===== src/rtl/pwm_aq_pkg.sv =====
package pwm_aq_pkg;
  localparam int unsigned NUM_CH   = 2;
  localparam int unsigned ACT_W    = 2;
  localparam int unsigned CFG_W    = 4 * ACT_W;
  localparam int unsigned FRC_W    = NUM_CH * ACT_W;
  localparam int unsigned ADDR_RLD = 2;
  localparam int unsigned ADDR_FRC = 3;

  typedef enum logic [1:0] {
    ACT_NONE = 2'b00,
    ACT_LOW  = 2'b01,
    ACT_HIGH = 2'b10,
    ACT_TOG  = 2'b11
  } act_e;

  typedef enum logic [1:0] {
    RLD_ZERO = 2'b00,
    RLD_PRD  = 2'b01,
    RLD_BOTH = 2'b10,
    RLD_NOW  = 2'b11
  } rld_e;

  typedef struct packed {
    logic cmpb;
    logic cmpa;
    logic prd;
    logic zero;
  } evt_t;

  function automatic logic frc_is_on(input logic [1:0] code);
    return (code == 2'b01) || (code == 2'b10);
  endfunction

  function automatic logic frc_level(input logic [1:0] code);
    return code == 2'b10;
  endfunction
endpackage


===== src/rtl/aq_regs.sv =====
module aq_regs
  import pwm_aq_pkg::*;
#(
  parameter int unsigned DATA_W = 16,
  parameter int unsigned ADDR_W = 2
) (
  input  logic                           clk_i,
  input  logic                           rst_ni,
  input  logic                           wr_en_i,
  input  logic [ADDR_W-1:0]              wr_addr_i,
  input  logic [DATA_W-1:0]              wr_data_i,
  output logic [NUM_CH-1:0][CFG_W-1:0]   act_cfg_o,
  output rld_e                           rld_mode_o,
  output logic                           frc_wr_o,
  output logic [FRC_W-1:0]               frc_data_o
);
  logic unused_hi;
  assign unused_hi = ^wr_data_i[DATA_W-1:10];

  // action fields packed as {cmpb, cmpa, prd, zero}
  for (genvar ch = 0; ch < NUM_CH; ch++) begin : g_act
    always_ff @(posedge clk_i or negedge rst_ni) begin
      if (!rst_ni) begin
        act_cfg_o[ch] <= '0;
      end else if (wr_en_i && wr_addr_i == ADDR_W'(ch)) begin
        act_cfg_o[ch] <= {wr_data_i[9:8], wr_data_i[5:4], wr_data_i[3:2], wr_data_i[1:0]};
      end
    end
  end

  always_ff @(posedge clk_i or negedge rst_ni) begin
    if (!rst_ni) begin
      rld_mode_o <= RLD_ZERO;
    end else if (wr_en_i && wr_addr_i == ADDR_W'(ADDR_RLD)) begin
      rld_mode_o <= rld_e'(wr_data_i[7:6]);
    end
  end

  assign frc_wr_o   = wr_en_i && (wr_addr_i == ADDR_W'(ADDR_FRC));
  assign frc_data_o = wr_data_i[FRC_W-1:0];
endmodule


===== src/rtl/aq_force.sv =====
module aq_force
  import pwm_aq_pkg::*;
(
  input  logic             clk_i,
  input  logic             rst_ni,
  input  rld_e             rld_mode_i,
  input  logic             ev_zero_i,
  input  logic             ev_prd_i,
  input  logic             frc_wr_i,
  input  logic [FRC_W-1:0] frc_data_i,
  output logic [FRC_W-1:0] frc_act_o
);
  logic [FRC_W-1:0] shadow_q;
  logic             reload;

  always_comb begin
    unique case (rld_mode_i)
      RLD_ZERO: reload = ev_zero_i;
      RLD_PRD:  reload = ev_prd_i;
      RLD_BOTH: reload = ev_zero_i | ev_prd_i;
      default:  reload = 1'b1;
    endcase
  end

  always_ff @(posedge clk_i or negedge rst_ni) begin
    if (!rst_ni) begin
      shadow_q <= '0;
    end else if (frc_wr_i) begin
      shadow_q <= frc_data_i;
    end
  end

  // a write coinciding with the copy point is forwarded
  always_ff @(posedge clk_i or negedge rst_ni) begin
    if (!rst_ni) begin
      frc_act_o <= '0;
    end else if (reload) begin
      frc_act_o <= frc_wr_i ? frc_data_i : shadow_q;
    end
  end

  AST_SHADOW_GATED: assert property (@(posedge clk_i) disable iff (!rst_ni)
    (rld_mode_i != RLD_NOW && !ev_zero_i && !ev_prd_i) |=> $stable(frc_act_o));
  AST_IMMEDIATE_LOAD: assert property (@(posedge clk_i) disable iff (!rst_ni)
    (rld_mode_i == RLD_NOW && frc_wr_i) |=> (frc_act_o == $past(frc_data_i)));
endmodule


===== src/rtl/aq_channel.sv =====
module aq_channel
  import pwm_aq_pkg::*;
(
  input  logic             clk_i,
  input  logic             rst_ni,
  input  logic [CFG_W-1:0] cfg_i,
  input  evt_t             ev_i,
  input  logic [1:0]       frc_i,
  output logic             out_o
);
  logic out_q;
  logic frc_en;
  logic frc_hi;
  act_e act;

  assign frc_en = frc_is_on(frc_i);
  assign frc_hi = frc_level(frc_i);

  // ascending priority: later assignment wins
  always_comb begin
    act = ACT_NONE;
    if (ev_i.zero && cfg_i[1:0] != 2'b00) act = act_e'(cfg_i[1:0]);
    if (ev_i.prd  && cfg_i[3:2] != 2'b00) act = act_e'(cfg_i[3:2]);
    if (ev_i.cmpa && cfg_i[5:4] != 2'b00) act = act_e'(cfg_i[5:4]);
    if (ev_i.cmpb && cfg_i[7:6] != 2'b00) act = act_e'(cfg_i[7:6]);
  end

  always_ff @(posedge clk_i or negedge rst_ni) begin
    if (!rst_ni) begin
      out_q <= 1'b0;
    end else if (frc_en) begin
      out_q <= frc_hi;
    end else begin
      unique case (act)
        ACT_LOW:  out_q <= 1'b0;
        ACT_HIGH: out_q <= 1'b1;
        ACT_TOG:  out_q <= ~out_q;
        default:  out_q <= out_q;
      endcase
    end
  end

  assign out_o = frc_en ? frc_hi : out_q;

  AST_IDLE_HOLD: assert property (@(posedge clk_i) disable iff (!rst_ni)
    (!frc_en && ev_i == '0) |=> (out_q == $past(out_q)));
  AST_FORCE_CAPTURE: assert property (@(posedge clk_i) disable iff (!rst_ni)
    frc_en |=> (out_q == $past(frc_hi)));
endmodule


===== src/rtl/pwm_aq_force.sv =====
module pwm_aq_force
  import pwm_aq_pkg::*;
#(
  parameter int unsigned DATA_W = 16,
  parameter int unsigned ADDR_W = 2
) (
  input  logic              clk_i,
  input  logic              rst_ni,
  input  logic              wr_en_i,
  input  logic [ADDR_W-1:0] wr_addr_i,
  input  logic [DATA_W-1:0] wr_data_i,
  input  logic              ev_zero_i,
  input  logic              ev_prd_i,
  input  logic              ev_cmpa_up_i,
  input  logic              ev_cmpb_up_i,
  output logic              pwm_a_o,
  output logic              pwm_b_o
);
  logic [NUM_CH-1:0][CFG_W-1:0] act_cfg;
  rld_e                         rld_mode;
  logic                         frc_wr;
  logic [FRC_W-1:0]             frc_data;
  logic [FRC_W-1:0]             frc_act;
  logic [NUM_CH-1:0]            pwm_out;
  evt_t                         ev;

  assign ev = '{cmpb: ev_cmpb_up_i, cmpa: ev_cmpa_up_i, prd: ev_prd_i, zero: ev_zero_i};

  aq_regs #(.DATA_W(DATA_W), .ADDR_W(ADDR_W)) u_regs (
    .clk_i      (clk_i),
    .rst_ni     (rst_ni),
    .wr_en_i    (wr_en_i),
    .wr_addr_i  (wr_addr_i),
    .wr_data_i  (wr_data_i),
    .act_cfg_o  (act_cfg),
    .rld_mode_o (rld_mode),
    .frc_wr_o   (frc_wr),
    .frc_data_o (frc_data)
  );

  aq_force u_force (
    .clk_i      (clk_i),
    .rst_ni     (rst_ni),
    .rld_mode_i (rld_mode),
    .ev_zero_i  (ev_zero_i),
    .ev_prd_i   (ev_prd_i),
    .frc_wr_i   (frc_wr),
    .frc_data_i (frc_data),
    .frc_act_o  (frc_act)
  );

  for (genvar ch = 0; ch < NUM_CH; ch++) begin : g_ch
    aq_channel u_chan (
      .clk_i  (clk_i),
      .rst_ni (rst_ni),
      .cfg_i  (act_cfg[ch]),
      .ev_i   (ev),
      .frc_i  (frc_act[ACT_W*ch +: ACT_W]),
      .out_o  (pwm_out[ch])
    );
  end

  assign pwm_a_o = pwm_out[0];
  assign pwm_b_o = pwm_out[1];

  AST_FORCE_LOW_A: assert property (@(posedge clk_i) disable iff (!rst_ni)
    (frc_act[1:0] == 2'b01) |-> !pwm_a_o);
  AST_FORCE_HIGH_B: assert property (@(posedge clk_i) disable iff (!rst_ni)
    (frc_act[3:2] == 2'b10) |-> pwm_b_o);
endmodule


===== config.mk =====
export PLATFORM = sky130hd
export DESIGN_NAME = pwm_aq_force
export DESIGN_NICKNAME = d
export VERILOG_FILES = /design/src/rtl/pwm_aq_pkg.sv /design/src/rtl/aq_regs.sv /design/src/rtl/aq_force.sv /design/src/rtl/aq_channel.sv /design/src/rtl/pwm_aq_force.sv
export SDC_FILE = /design/constraint.sdc
export NUM_CORES = 1
export LEC_CHECK = 0
export ABC_AREA = 1
export BUFFER_PORTS_ARGS = -buffer_cell sky130_fd_sc_hd__clkbuf_2
export CORE_AREA = 2 2 62 64
export CTS_CLUSTER_SIZE = 40
export DETAILED_ROUTE_END_ITERATION = 12
export DIE_AREA = 0 0 64 66
export GPL_TIMING_DRIVEN = 0
export PLACE_DENSITY = 0.68
export REMOVE_ABC_BUFFERS = 1
export SETUP_SLACK_MARGIN = 0.2
export SLEW_MARGIN = 20
export SYNTH_ARGS = -nofsm -noshare
export SYNTH_HDL_FRONTEND = slang
export SYNTH_SLANG_ARGS = --single-unit
export TNS_END_PERCENT = 50

===== constraint.sdc =====
create_clock -name clk_i -period 1.4 [get_ports clk_i]
set_input_delay 0 -clock clk_i [delete_from_list [all_inputs] [get_ports clk_i]]
set_output_delay 0 -clock clk_i [all_outputs]
set_load 0.005 [all_outputs]

# After elaboration in Yosys (flattened, before gate mapping)
# Cells that the tools add are included.
# W data, S select, Z words.
# op_classes
n_eq_ne	15
muxes	16
n_bitwise	3
n_reduce_logical	26
# ops
operator	count
$eq A2 B2 Y1 const B	9
$mux W2	8
$reduce_bool A2 Y1	8
$eq A2 B1 Y1 const B	6
$logic_and A1 B1 Y1	12
$pmux W1 S3	3
$reduce_bool A4 Y1	2
$logic_not A2 Y1	2
$mux W1	4
$mux W4	1
$logic_or A1 B1 Y1	2
$not A1 Y1	2
$or A1 B1 Y1	1
# word_totals
ff_bits	28
inputBits	25

# Logic depth before layout (Yosys ltp)
# depth
word_depth	9
depth_mapped	9
mapped_depth_nobuf	9

# Hierarchy
# From an unflattened synthesis, not the netlist that was laid out.
# hier_totals
hier_cells	197
area_unflattened_um2	1517.7
# by_module_without_submodules
mod	instances	cells_per_inst	area_each_um2
aq_regs	1	87	783.3
aq_channel	2	35	192.7
aq_force	1	40	349.1

# Worst setup path before layout
# No wires, ideal clock.
# synth_path
kind	register to register
from	register u_regs.rld_mode_o[0]
to	register u_force.frc_act_o[1]
setup_time_ns	0.125
arrival_ns	0.963
setup_slack_ns	0.312
stages_incl_launch_ff	5
path_buffers	0
period_less_slack_ns	1.088
cell_sequence	dfrtp_1 > inv_1 > nand2_1 > nand3_1 > mux2_2
# synth_via
elab_chain_cells	2
# synth_lines
element	line	rtl
start: declaration	aq_regs.sv:13	output rld_e rld_mode_o,
start signal: assignment	aq_regs.sv:35	rld_mode_o <= rld_e'(wr_data_i[7:6]);
$eq A2 B2 Y1 (tied with other cells)	aq_force.sv:17	unique case (rld_mode_i)
$pmux W1 S3 *	aq_force.sv:17	
end signal: assignment	aq_force.sv:38	frc_act_o <= frc_wr_i ? frc_data_i : shadow_q;
end: declaration	aq_force.sv:11	output logic [FRC_W-1:0] frc_act_o
# Every way passes the cells marked *; elsewhere a longest branch is shown, timed or not.
# A chain may end at the register's enable or synchronous reset.

# Worst setup path in the final report
# layout_path
from	register u_force.frc_act_o[1]
to	output pwm_a_o
# layout_via
elab_chain_cells	3
# layout_lines
element	line	rtl
$eq A2 B1 Y1 / $eq A2 B2 Y1 (equally long branches)	pwm_aq_pkg.sv:31, pwm_aq_pkg.sv:35	
$logic_or A1 B1 Y1	pwm_aq_pkg.sv:31	return (code == 2'b01) || (code == 2'b10);
$mux W1 *	aq_channel.sv:43	assign out_o = frc_en ? frc_hi : out_q;
end: declaration	pwm_aq_force.sv:16	output logic pwm_a_o,
# Marks and branches as above.

==> run metrics <==
die area 4220 um^2; dpl hpwl 1850 um; Syn. warnings 0; Slew headroom 0.544; drt pass-1 iters 4; vias in the first global route 974; Slowest-stage cell, CP dfrtp_1; antenna viol nets, final 0; Period minus WS final 1.34 ns; Peak VDD IR 0.000592 V; fmax 0.748 GHz; drt initial violations 26; DR WL/cell 11.3 um; cell taking the most area after synthesis dfrtp_1; first-pass GRT wire length 4440 um; Synth Instances 147; Bufs on Longest Clock Path 2; Critical Path AT 1.34 ns; die height 66 um; failing checks hold timing; flops & latches, synth 28; Worst Path Required 1.40 ns; FP Rows 22; maxcap violations 0; CTS root buffer clkbuf_4; CTS tree done; worst hold slack -0.0156 ns; TritonCTS buffer count 3; GR Util met1 0.185; Post-Syn Area 1250 um^2; final hold viol count 1; met2 usage 0.220; HP Class in -> reg; Crit. End Element primary output; most frequent cells in the layout 52 x nand2_1, 28 x dfrtp_1, 22 x o21ai_0; status finished with violations; Final nets 213; gr usage total 0.135; core area 3550 um^2; Starting Density 0.351; Seq/Total Area, Yosys 0.562; crit path launch type flip-flop; largest net degree at the start of global routing 29; fraction of layout cells with a size suffix above 1 0.249; Syn Area/Cell 8.48 um^2; Sinks on Clock Net 28; fillers 348; die extent in x 64 um; Final Setup Violations 0; RSZ-0062 raised after global routing yes; Worst Path Max Fanout 3; commonest non-fill, non-tap cell in the layout nand2_1; leak pwr 0.821 nW; Layout area overhead 32.8%; clk_skew 0.0114 ns; GR Util met3 0.0204; sequential cell area 701 um^2; final instance area 1660 um^2; Top Ports 27; Crit Path Class reg -> out; Largest stage delay, worst path 0.43 ns; CP cell instances ha_4 -> nor2_4 -> a21oi_2 -> buf_2; GP Congestion 0.730; initial antenna violation count 0; IO Port Bufs 20; Finished Core Util 0.466; vias 1,052; total global routing overflow 0; drt via density 4.52; multi-input logic area 556 um^2; WL final 2630 um; Residual DRC 0; ant diodes 0; layer with the highest usage met2; PwrDens 1420 nW/um^2; fin crit share 0.954; placed cell areas 1400 um^2; worst slew pin tran 0.684 ns; H-tree depth 1; synth top area cells dfrtp_1 56%, nand2_1 16%, o21ai_0 8.8%; worst-skew pair later-pin latency 0.33 ns; Slew Limit Fails 0; CTS clk-pin slew, worst paths 0.16 ns; Netlist cell types 12; Yosys top cell area share 0.562
[final timing paths]
| check | startpoint | endpoint | slack, ns | cells past startpoint |
|---|---|---|---|---|
| max | u_force.frc_act_o[1] | pwm_a_o | 0.06 | 4 |
| min | wr_en_i | u_regs.rld_mode_o[0] | -0.02 | 3 |
| max reg2reg | u_regs.rld_mode_o[0] | u_force.frc_act_o[3] | 0.23 | 4 |
| min reg2reg | u_regs.act_cfg_o[0] | u_regs.act_cfg_o[0] | 0.51 | 2 |
| max in group asynchronous | rst_ni | u_force.shadow_q[1] | 0.75 | 2 |
| min in group asynchronous | rst_ni | u_regs.act_cfg_o[12] | 0.21 | 2 |
[area by class of cell]
type | instances | share of cell area
Tap cell | 48 | 0.0363
Multi-Input combinational cell | 103 | 0.336
Clock buffer | 4 | 0.0219
Timing Repair Buffer | 36 | 0.151
Sequential cell | 28 | 0.423
Inverter | 14 | 0.0317
[synth_stat cells]
| library cell | count |
|---|---|
| nand2_1 | 52 |
| dfrtp_1 | 28 |
| o21ai_0 | 22 |
| inv_1 | 14 |
| nand3_1 | 12 |
| a21oi_1 | 5 |
| nor2_1 | 5 |
| mux2_2 | 3 |
| buf_2 | 2 |
| ha_1 | 2 |
| nand3_2 | 1 |
| o21ai_1 | 1 |
[per-layer routing]
layer | vias up | part of all wire
li1 | 551 | -
met1 | 481 | 0.49
met2 | 16 | 0.47
met3 | 4 | 0.033
met4 | 0 | 0.011
met5 | - | 0
[stage by stage]
stage,setup WS [ns],setup TNS [ns],std cells,power (mW)
floorplan,0.312,0,145,1.45
global placement,0.207,0,213,1.65
detailed placement,0.181,0,213,1.67
CTS,0.0456,0,231,2.27
global route,-0.00799,-0.0118,233,2.53
finish,0.0639,0,233,2.36
[power breakdown]
group	switching (mW)	internal, mW
Combinational	0.444	0.432
Sequential	0.104	0.973
Clock	0.248	0.159
Total	0.795	1.56
[critical path, delay by kind of cell (launching register included)]
kind | cells | cell delay, ns
adder cells (fa/ha/maj) | 1 | 0.31
buffers and inverters | 1 | 0.12
AND/OR/NAND/NOR | 1 | 0.04
flip-flops | 1 | 0.43
AO/OA/AOI/OAI | 1 | 0.10
[timing repair]
action,CTS,global route
cloned,0,0
setup endpoints to repair,4,8
hold endpoints to repair,50,0
pin swaps,4,3
resized for setup,8,10
hold buffers,12,0
setup buffers,2,2
[flip-flops by register name, indices dropped and copies added, names as in the netlist]
signal             count
u_regs.act_cfg_o      16
u_force.frc_act_o      4
u_force.shadow_q       4
g_ch.u_chan.out_q      2
u_regs.rld_mode_o      2
[cells by family (layout without fill, tap and decap cells)]
kind of cell | Yosys count | after routing | share of synthesized area
DFF | 28 | 28 | 0.562
buffers and inverters | 16 | 54 | 0.0502
and+or+nand+nor | 70 | 70 | 0.228
AOI/OAI and AO/OA | 28 | 28 | 0.112
adders and majority gates | 2 | 2 | 0.0201
muxes | 3 | 3 | 0.0271
(Power assumes the default switching activity.)
